[config.mk]
export PLATFORM = sky130hd
export DESIGN_NAME = skew_matrix_mem
export DESIGN_NICKNAME = d
export VERILOG_FILES = /design/src/rtl/skew_matrix_mem.sv
export SDC_FILE = /design/constraint.sdc
export NUM_CORES = 1
export LEC_CHECK = 0
export CORE_AREA = 2 2 183 185
export DETAILED_ROUTE_END_ITERATION = 10
export DIE_AREA = 0 0 185 187
export PLACE_DENSITY = 0.75
export SLEW_MARGIN = 20
export SYNTH_ARGS = -nofsm -noshare
export SYNTH_HDL_FRONTEND = slang
export SYNTH_SLANG_ARGS = --single-unit
[constraint.sdc]
create_clock -name clk -period 2.8 [get_ports clk]
set_input_delay 0.56 -clock clk [delete_from_list [all_inputs] [get_ports clk]]
set_output_delay 0.56 -clock clk [all_outputs]
set_load 0.05 [all_outputs]
[src/rtl/skew_matrix_mem.sv]
module skew_matrix_mem #(
  parameter int W = 16
) (
  input  logic           clk,
  input  logic           rst_n,
  input  logic           col_mode,
  input  logic [1:0]     sel,
  input  logic           wr_en,
  input  logic [4*W-1:0] wr_lanes,
  output logic [4*W-1:0] rd_lanes
);
  localparam int N  = 4;
  localparam int AW = 2;

  logic [W-1:0]  bank    [N][N];
  logic [AW-1:0] addr    [N];
  logic [AW-1:0] lane_of [N];
  logic [AW-1:0] src     [N];
  logic [W-1:0]  rd_q    [N];

  for (genvar b = 0; b < N; b++) begin : g_bank
    assign addr[b]    = col_mode ? AW'(AW'(b) - sel) : sel;
    assign lane_of[b] = AW'(AW'(b) - sel);
  end

  for (genvar k = 0; k < N; k++) begin : g_lane
    assign src[k] = AW'(sel + AW'(k));
    assign rd_lanes[k*W +: W] = rd_q[k];
  end

  always_ff @(posedge clk or negedge rst_n) begin
    if (!rst_n) begin
      for (int b = 0; b < N; b++)
        for (int a = 0; a < N; a++)
          bank[b][a] <= '0;
    end else if (wr_en) begin
      for (int b = 0; b < N; b++)
        bank[b][addr[b]] <= wr_lanes[int'(lane_of[b])*W +: W];
    end
  end

  always_ff @(posedge clk or negedge rst_n) begin
    if (!rst_n) begin
      for (int k = 0; k < N; k++) rd_q[k] <= '0;
    end else if (!wr_en) begin
      for (int k = 0; k < N; k++) rd_q[k] <= bank[src[k]][addr[src[k]]];
    end
  end

  assert_reset_clear_R1: assert property (@(posedge clk)
    !rst_n |=> rd_lanes == '0);

  assert_write_hold_R7: assert property (@(posedge clk) disable iff (!rst_n)
    wr_en |=> $stable(rd_lanes));

  for (genvar k = 0; k < N; k++) begin : g_chk
    // R4 and R5 land in the skewed slot of R6
    assert_place_R6: assert property (@(posedge clk) disable iff (!rst_n)
      wr_en |=> bank[AW'($past(sel) + AW'(k))][$past(col_mode) ? AW'(k) : $past(sel)]
                == $past(wr_lanes[k*W +: W]));
    // R3 uses the same lane rule in column mode
    assert_route_R2: assert property (@(posedge clk) disable iff (!rst_n)
      !wr_en |=> rd_lanes[k*W +: W]
                 == $past(bank[AW'(sel + AW'(k))][col_mode ? AW'(k) : sel]));
  end
endmodule

# == Word level (Yosys, flattened, before mapping) ==
# Index checks and enable logic that the tools add are counted.
# classes
add_sub_neg,7
multipliers,0
div_mod_pow,0
order_cmp,16
eq_ne,0
n_shift,4
mux,52
bitwise,12
reduce_logical,4
# op_table
cell,count
$bmux W64 S2,4
$mux W64,8
$bwmux W64,4
$shiftx A64 B7 Y16,4
$mux W16,12
$bmux W16 S2,4
$demux W16 S2,4
$ge A3 B3 Y1 const B,12
$not A2 Y3,12
$mux W2,12
$bmux W2 S2,4
$lt A3 B1 Y1 const B,4
$add A2 B2 Y2 const B,2
$logic_and A1 B1 Y1,4
$sub A1 B2 Y2 const A,2
$sub A2 B2 Y2 const A,2
$add A2 B1 Y2 const B,1
# word_totals
register_bits,320
latch_bits,0
ramBits,0
mem_bits_ro,0
out_inout_bits,64
mem_count,0

# == Logic depth before layout (Yosys ltp) ==
# Gate-level depths: netlist of the first run.
# logic_depth
depth_word,9
mapped_depth,10
depth_no_buf,6

# == Worst setup path after synthesis of the first run ==
# No wires, ideal clock.
# synth_path
path_kind,input to register
start,input port sel[1]
end,register bank[204] (netlist name)
setup_ns,0.125
t_arrival_ns,2.517
t_required_ns,2.675
path_slack_ns,0.158
path_stages,8
n_path_buf,3
cell_sequence,inv_1 -> buf_2 -> buf_2 -> ha_1 -> inv_2 -> buf_1 -> a21oi_1 -> mux2_2
# synth_via
elab_chain_cells,8
elab_cells_between_ends,10
cone_classes,add/sub (1); order compare (2); shift (1); mux (4); bitwise (1); reduce/logical (1)
# synth_lines
element,line,source
"start, declared",7,"input logic [1:0] sel,"
$sub A1 B2 Y2,"22, 23",
$mux W2,22,assign addr[b] = col_mode ? AW'(AW'(b) - sel) : sel;
$not A2 Y3 (not written as such),38,bank[b][addr[b]] <= wr_lanes[int'(lane_of[b])*W +: W];
$ge A3 B3 Y1 (not written as such) / $lt A3 B1 Y1 (equally long branches),38,
$logic_and A1 B1 Y1 (not written as such),38,
$mux W16 (not written as such),38,
$demux W16 S2,38,
$bwmux W64 *,38,
"end signal, assigned by index",38,
"end, declared",15,logic [W-1:0] bank [N][N];
# Every way passes the cells marked *; elsewhere a longest branch is shown, timed or not.
# A chain may end at the register's enable or synchronous reset.

# == Final worst setup path of the first run ==
# layout_path
start,"register rd_q, in the netlist rd_lanes[8]"
end,output port rd_lanes[8]
# layout_lines
element,line,source
"start, declared",19,logic [W-1:0] rd_q [N];
"end, declared",10,output logic [4*W-1:0] rd_lanes
# No word-level cell between the ends.

==> impl_metrics.toml, run 1 <==
[outcome]
status = "finished, final reports clean"

[critical_path]
end_kind = "output pin"
cp.arrival_ns = 1.88
ff2ff_path_depth = 3
cpPeakStageDelay_ns = 0.86
worst_setup_path_start_kind = "flop"
worstReg2RegStart = "bank[121]"
crit_start = "rd_lanes[8]"
cp_num_buf_inv = 1
cpLargestDelayFamily = "buffers and inverters"
required_ns = 2.24
slowest_stage = "clkdlybuf4s50_1"
worstSetupPathType = "reg -> out"
crit_cells = 1
path_cells = "clkdlybuf4s50_1"
path_max_fanout = 2

[yosys]
synth.ff_latch_count = 320
syn_inst = 1400
synth_area_leader_cell = "dfrtp_1"
synth_edf_count = 0
async_flop_share_pct = 100.0
synth-seq-area-share_pct = 45.10
yosys_warnings = 0
syn_area_mm2 = 0.01776
synth_top_cell_area_share_pct = 45.10
syn_nets = 1476
synth_area_leaders = "dfrtp_1, mux4_2, mux2_2"
ys.flop_type = "dfrtp_1"
synth_area_per_cell_um2 = 12.68
ys_types = 39

[sta]
rsz0062_at_grt = "false"
worst_slack_ns = 0.3614
slew_violations = 0
finalCriticalPeriod_ns = 2.439
period_share_pct = 87.09
timing_hold_violations_final = 0
hold_slack_ns = 0.5031
clock_skew_ns = 0.01434
slew_headroom_pct = 28.97
worst_pin_slew_ns = 1.060
fin_tns_setup_ns = 0
setup_viol = 0
fmax_mhz = 410.1

[cells_and_area]
final_cells = 2011
drive_above_1_share_pct = 29.05
num_antenna_cells = 0
nets = 1611
fin_util_pct = 64.27
area_delta_synth_final_pct = 18.95

[detailed_routing]
totalWireLength_um = 56580
initialDrtViolationCount = 1485
route.detailed.drc = 0
ant_nets = 0
dr.pass1.iters = 5
vias_per_cell = 6.752
post_drt_wl_per_cell_um = 28.13
vias = 13578

[clocking]
clockBufferDepth = 3
numClockSinks = 320
post_cts_resized = 0
clk_pin_slew_worst_paths_ns = 0.06
cts_buffers = 36
cts-root-buf = "clkbuf_16"
h-tree-depth = 2
cts_tree = "yes"
clock_latency_ns = 0.53

[placement]
preCtsSetupSlack_ns = 0.08358
place.gp.congestion = 0.8735
dp.cells = 1944
dp_hpwl_um = 37580
portBuffers = 133

[power_and_ir_drop]
p_leak_nw = 8.626
ir_drop_uv = 389.3
p_per_area_mw_per_mm2 = 829.6

[hold_path]
hold_start = "bank[85]"
hold_class = "reg -> reg"
min_path_cells = 2

[floorplan]
die_w_um = 185
core_mm2 = 0.03286
start_util_pct = 54.03
die_h_um = 187
io_pins = 134
rows = 67
dieArea_mm2 = 0.03460

[flow_run]
drv_cap = 0

[grt]
grt_max_degree = 74
grt_pass1_wl_um = 86640
antenna_found_initial = 0
gr-usage-all-layers_pct = 33.66
grt-ovfl-total = 0
grt_pass1_vias = 13950
==> logic make-up (layout without fill, tap and decap cells) <==
logic type | Yosys count | after routing | share of synthesized area [%]
muxes | 416 | 416 | 34.61
AOI/OAI and AO/OA | 286 | 286 | 9.830
DFF | 320 | 320 | 45.10
xor gates and xnor gates | 2 | 2 | 0.09867
buffers and inverters | 133 | 296 | 4.453
adders and majority gates | 6 | 6 | 0.4228
and+or+nand+nor | 237 | 237 | 5.482
==> power breakdown <==
group / internal, W / leakage (nW) / switching (W)
Clock: 0.00279 / 0.594 / 0.00197
Sequential: 0.00591 / 3.76 / 0.00115
Combinational: 0.00264 / 4.27 / 0.00306
==> metrics by stage <==
stage          instance area, um^2  total power, W
3_3_place_gp                 19910         0.01243
2_1_floorplan                17760         0.01055
5_1_grt                      21120         0.01819
4_1_cts                      21120         0.01745
6_report                     21120         0.01752
3_5_place_dp                 19910         0.01266
==> cell type report <==
type | instances | area, um^2
Clock buffer | 49 | 1072
Clock inverter | 17 | 131.4
Fill cell | 2449 | 11740
Inverter | 21 | 78.83
Multi-Input combinational cell | 947 | 8985
Sequential cell | 320 | 8008
Tap cell | 448 | 560.5
Timing Repair Buffer | 209 | 2285
==> flip-flops by register name (all words and copies together), names as in the netlist <==
name      flops
bank        256
rd_lanes     64
==> path summary, 6_finish.rpt <==
check	slack (ns)	to
hold reg to reg	0.50	bank[85]
setup reg to reg	1.44	rd_lanes[9]
setup / recovery	0.36	rd_lanes[8]
hold / removal	0.50	bank[85]
max in group asynchronous	1.46	bank[243]
min in group asynchronous	0.54	bank[126]
==> synth_stat cells (all sizes together) (3+ instances only) <==
master,count
clkbuf,32
ha,6
a211oi,64
nor2,102
nand2b,3
nor2b,4
mux2i,128
mux4,144
a21oi,35
inv,21
mux2,144
o21ai,116
o211ai,3
nand2,118
buf,80
o22ai,64
dfrtp,320
==> cell usage in the layout (no fill, tap or decap), drive strengths merged <==
cell type and instances:
a211o 2, a211oi 64, a21oi 35, and2b 1
and3 1, and3b 2, buf 78, bufinv 1
clkbuf 49, clkdlybuf4s50 130, clkinv 12, clkinvlp 4
dfrtp 320, dlygate4sd3 1, ha 6, inv 21
mux2 144, mux2i 128, mux4 144, nand2 118
nand2b 3, nand3 2, nor2 102, nor2b 4
nor3 1, nor4 1, o2111ai 2, o211ai 3
o21ai 116, o22ai 64, or2 2, xnor2 1
xor2 1
==> what timing repair did <==
item	4_1_cts	5_1_grt
setup endpoints to repair	0	0
hold endpoints to repair	46	0
hold buffers	1	0
setup buffers	0	0
==> per-layer routing <==
metal,track usage [%],wire length [um]
met3,7.769,5641
met2,50.20,25870
met1,47.27,22080
met5,0,0
met4,15.63,2986
(Power assumes the default switching activity.)
==> run 2, diff against run 1 <==
--- a/config.mk
+++ b/config.mk
@@ -5,10 +5,10 @@
 export SDC_FILE = /design/constraint.sdc
 export NUM_CORES = 1
 export LEC_CHECK = 0
-export CORE_AREA = 2 2 183 185
+export CORE_AREA = 2 2 185 187
 export DETAILED_ROUTE_END_ITERATION = 10
-export DIE_AREA = 0 0 185 187
-export PLACE_DENSITY = 0.75
+export DIE_AREA = 0 0 187 189
+export PLACE_DENSITY = 0.77
 export SLEW_MARGIN = 20
 export SYNTH_ARGS = -nofsm -noshare
 export SYNTH_HDL_FRONTEND = slang
==> constraint.sdc (replaced) <==
create_clock -name clk -period 2.15 [get_ports clk]
set_input_delay 0.3225 -clock clk [delete_from_list [all_inputs] [get_ports clk]]
set_output_delay 0.3225 -clock clk [all_outputs]
set_load 0.05 [all_outputs]
==> impl_metrics.toml, run 2 (synthesis gave the netlist of run 1 again) <==
[sta]
setup_viol = 1
fmax_mhz = 464.7
rsz0062_at_grt = "false"
finalCriticalPeriod_ns = 2.152
slew_violations = 0
slew_headroom_pct = 55.41
worst_pin_slew_ns = 0.6688
clock_skew_ns = 0.01984
worst_slack_ns = -0.001989
timing_hold_violations_final = 0
period_share_pct = 100.1

[cells_and_area]
layout_common_cells = "dfrtp_1, mux2_2, mux4_2"
largest_reg_flops = 256
area_delta_synth_final_pct = 21.65
fin_util_pct = 64.90
mostFrequentLayoutCell = "dfrtp_1"
nets = 1658
drive_above_1_share_pct = 30.68
top_register = "bank"

[power_and_ir_drop]
p_leak_nw = 8.914
ir_drop_uv = 634.2
seqPwrFrac_pct = 39.8
design_power_total_w = 0.02306
switchingPower_w = 0.008079
pwr-share-clk_pct = 27.1
p_per_area_mw_per_mm2 = 1068
power.internal_w = 0.01498
p_comb_share_pct = 33.1
netSwitchingFraction_pct = 35.03

[placement]
dp_hpwl_um = 38800
preCtsSetupSlack_ns = -0.2927
place.gp.congestion = 0.9119
portBuffers = 133

[floorplan]
die_w_um = 187
rows = 67
io_pins = 134
die_h_um = 189
dieArea_mm2 = 0.03534
core_mm2 = 0.03328
start_util_pct = 53.35

[grt]
grt_busiest_layer = "met2"
grt_max_degree = 76
grt_pass1_wl_um = 86020
antenna_found_initial = 0
met3_usage_pct = 8.786
grt_use_met2_pct = 50.07
grt_pass1_vias = 14503
grt-ovfl-total = 0
grt_util_met1_pct = 41.69
gr-usage-all-layers_pct = 32.10

[outcome]
violations = "setup timing"
status = "complete, but fails checks"

[clocking]
h-tree-depth = 2
cts_buffers = 35
cts-root-buf = "clkbuf_16"
postCtsSetupRepairBufs = 0
numClockSinks = 320
clock_latency_ns = 0.54
cts_tree = "yes"
clockBufferDepth = 3
clk_pin_slew_worst_paths_ns = 0.06

[detailed_routing]
totalWireLength_um = 55490
vias = 13624
initialDrtViolationCount = 1461
dr.pass1.iters = 5
vias_per_cell = 6.623
ant_nets = 0
post_drt_wl_per_cell_um = 26.98
route.detailed.drc = 0

[critical_path]
slowest_stage = "clkdlybuf4s50_1"
r2r_setup_slack_ns = 0.73
worstSetupPathType = "reg -> out"
cp.arrival_ns = 1.83
required_ns = 1.83
path_max_fanout = 2
cpLargestDelayFamily = "buffers and inverters"
path_cells = "clkdlybuf4s50_1"
cp_num_buf_inv = 1
worst_setup_path_start_kind = "flop"
end_kind = "output pin"
cpPeakStageDelay_ns = 0.86

[hold_path]
hold_class = "in -> async"

[flow_run]
drv_cap = 0
run 2: area by class of cell:
cell class / instances / area (um^2)
well taps: 448 / 560.5
flip-flops and latches: 320 / 8008
multi-input cells: 947 / 8985
clock buffers: 49 / 999.7
fillers: 2389 / 11680
repair buffers: 257 / 2783
clock inverters: 13 / 180.2
diodes: 2 / 5.005
inverters: 21 / 78.83
run 2: final timing paths:
| path | from | depth (start not counted) | end |
|---|---|---|---|
| worst max-delay path | rd_lanes[36] | 1 | rd_lanes[36] |
| worst min-delay path | rst_n | 2 | bank[243] |
| worst max register to register | bank[182] | 3 | rd_lanes[54] |
| worst min register to register | bank[107] | 2 | bank[107] |
| max in group asynchronous | rst_n | 3 | bank[139] |
| min in group clk | sel[0] | 4 | bank[176] |
run 2: repair_timing:
item / 4_1_cts / 5_1_grt
endpoints found under the hold margin: 44 / 0
resized for setup: 4 / 2
hold buffers: 1 / 0
setup endpoints to repair: 4 / 2
run 2: through the flow:
step / cell area, um^2 / hold WS (ns) / setup TNS, ns / std cells
6_report: 21600 / 0.3146 / -0.001989 / 2057
5_1_grt: 21590 / 0.3472 / 0 / 2055
4_1_cts: 21590 / 0.3270 / 0 / 2055
3_5_place_dp: 20400 / 0.2783 / -36.30 / 1992
3_3_place_gp: 20400 / 0.2719 / -28.27 / 1992
2_1_floorplan: 17770 / 0.02691 / 0 / 1400
run 2: power groups by stage:
stage	clock (W)	sequential [W]	combinational, W
floorplan	0	0.00983	0.00392
global placement	0	0.00905	0.00729
detailed placement	0	0.00919	0.00752
CTS	0.00625	0.00912	0.00758
global route	0.00650	0.00934	0.00807
finish	0.00624	0.00918	0.00764
run 2: metal layers:
layer | share of wire, % | up-vias
met5 | 0 | -
met4 | 5.5 | 0
met3 | 9.8 | 226
met2 | 46 | 775
met1 | 38 | 6946
li1 | - | 5677
==> run 3, diff against run 2 <==
--- a/config.mk
+++ b/config.mk
@@ -6,9 +6,10 @@
 export NUM_CORES = 1
 export LEC_CHECK = 0
 export CORE_AREA = 2 2 185 187
+export CTS_CLUSTER_SIZE = 40
 export DETAILED_ROUTE_END_ITERATION = 10
 export DIE_AREA = 0 0 187 189
-export PLACE_DENSITY = 0.77
+export PLACE_DENSITY = 0.84
 export SLEW_MARGIN = 20
 export SYNTH_ARGS = -nofsm -noshare
 export SYNTH_HDL_FRONTEND = slang
==> impl_metrics.toml, run 3 (synthesis gave the netlist of run 1 again) <==
[critical_path]
slowest_stage = "clkdlybuf4s50_1"
cpLargestDelayFamily = "buffers and inverters"
worst_setup_path_start_kind = "flop"
end_kind = "output pin"
path_max_fanout = 2
worstReg2RegStart = "bank[127]"
cp.arrival_ns = 1.85
cp_num_buf_inv = 1
crit_start = "rd_lanes[55]"
cpPeakStageDelay_ns = 0.86
r2r_setup_slack_ns = 0.77
path_cells = "clkdlybuf4s50_1"
required_ns = 1.83
worstSetupPathType = "reg -> out"

[grt]
grt_max_degree = 58
grt_util_met1_pct = 43.36
grt-ovfl-total = 0
antenna_found_initial = 2
met3_usage_pct = 9.787
grt_busiest_layer = "met2"
grt_pass1_vias = 15110
grt_pass1_wl_um = 90310
grt_use_met2_pct = 51.40
gr-usage-all-layers_pct = 33.64

[cells_and_area]
fillCellCount = 2242
nets = 1645
final_cells = 2041
drive_above_1_share_pct = 30.45
mostFrequentLayoutCell = "dfrtp_1"
area_delta_synth_final_pct = 21.39
num_antenna_cells = 0
fin_util_pct = 64.77
layout_common_cells = "dfrtp_1, mux2_2, mux4_2"
top_register = "bank"
largest_reg_flops = 256

[detailed_routing]
vias = 14238
dr.pass1.iters = 7
route.detailed.drc = 0
post_drt_wl_per_cell_um = 28.67
totalWireLength_um = 58510
initialDrtViolationCount = 1711
ant_nets = 0
vias_per_cell = 6.976

[floorplan]
die_w_um = 187
io_pins = 134
die_h_um = 189
rows = 67
dieArea_mm2 = 0.03534
core_mm2 = 0.03328
start_util_pct = 53.35

[outcome]
status = "complete, but fails checks"
violations = "setup timing"

[sta]
setup_viol = 2
worst_pin_slew_ns = 0.6154
slew_violations = 0
clock_skew_ns = 0.01473
rsz0062_at_grt = "false"
worst_slack_ns = -0.02701
timing_hold_violations_final = 0
slew_headroom_pct = 59.14
fmax_mhz = 459.3
period_share_pct = 101.3
finalCriticalPeriod_ns = 2.177

[power_and_ir_drop]
netSwitchingFraction_pct = 35.51
switchingPower_w = 0.008336
power.internal_w = 0.01514
p_comb_share_pct = 32.5
p_per_area_mw_per_mm2 = 1089
ir_drop_uv = 623.0
seqPwrFrac_pct = 39.6
pwr-share-clk_pct = 27.9
p_leak_nw = 8.934

[hold_path]
hold_class = "in -> async"

[flow_run]
drv_cap = 0

[clocking]
clockBufferDepth = 3
cts-root-buf = "clkbuf_16"
clock_latency_ns = 0.54
postCtsSetupRepairBufs = 0
cts_tree = "yes"
numClockSinks = 320
cts_buffers = 34
h-tree-depth = 2
clk_pin_slew_worst_paths_ns = 0.07

[placement]
dp_hpwl_um = 39040
place.gp.congestion = 0.9216
dp.cells = 1980
portBuffers = 133
==> run 3: changes by cell type in the layout (fill, tap and decap cells not counted), sizes merged, moves of 3 or more <==
cell	delta
buf	-12
clkbuf	-5
clkdlybuf4s50	-9
dlygate4sd2	+3
dlymetal6s2s	+6
==> run 3: layout make-up <==
cell class | instances | area, um^2 | share of cell area (%)
multi-input cells | 947 | 8985 | 41.68
repair buffers | 245 | 2679 | 12.43
clock inverters | 16 | 275.3 | 1.277
well taps | 448 | 560.5 | 2.601
inverters | 21 | 78.83 | 0.3657
clock buffers | 44 | 968.4 | 4.493
flip-flops and latches | 320 | 8008 | 37.15
==> run 3: metal layers <==
layer / vias up / wire [um] / share of wire [%]
met5: - / 23 / 0.039
met2: 1108 / 26510 / 45
li1: 5639 / - / -
met3: 336 / 6898 / 12
met1: 7151 / 21080 / 36
met4: 4 / 3995 / 6.8
==> run 3: worst paths after layout <==
kind                                endpoint  cells after the start
worst min-delay path               bank[156]                      2
worst min register to register     bank[171]                      2
min in group clk                   bank[158]                      4
worst max-delay path            rd_lanes[55]                      1
max in group asynchronous       rd_lanes[32]                      3
worst max register to register  rd_lanes[63]                      3
==> run 3: timing repair <==
action / CTS / global route
endpoints found under the hold margin: 49 / 0
pin swaps: 0 / 0
hold buffers: 1 / 0
endpoints found under the setup margin: 7 / 8
resized for setup: 7 / 8
==> run 3: power by group through the flow <==
stage / registers (W) / logic (W) / clock network, W
after floorplan: 0.00983 / 0.00392 / 0
after global placement: 0.00910 / 0.00716 / 0
after detailed placement: 0.00924 / 0.00743 / 0
after CTS: 0.00919 / 0.00753 / 0.00653
after global routing: 0.00941 / 0.00801 / 0.00680
final: 0.00929 / 0.00763 / 0.00655
==> run 3: stage by stage <==
| step | total power, W | cell area, um^2 | setup slack (ns) | hold WS, ns | TNS (ns) |
|---|---|---|---|---|---|
| 2_1_floorplan | 0.01374 | 17770 | 0.01305 | 0.02691 | 0 |
| 3_3_place_gp | 0.01625 | 20290 | -0.2494 | 0.2980 | -33.56 |
| 3_5_place_dp | 0.01667 | 20290 | -0.3122 | 0.2949 | -39.49 |
| 4_1_cts | 0.02325 | 21530 | 0.003149 | 0.3486 | 0 |
| 5_1_grt | 0.02422 | 21550 | 0.0005659 | 0.3644 | 0 |
| 6_report | 0.02347 | 21550 | -0.02701 | 0.3189 | -0.03827 |
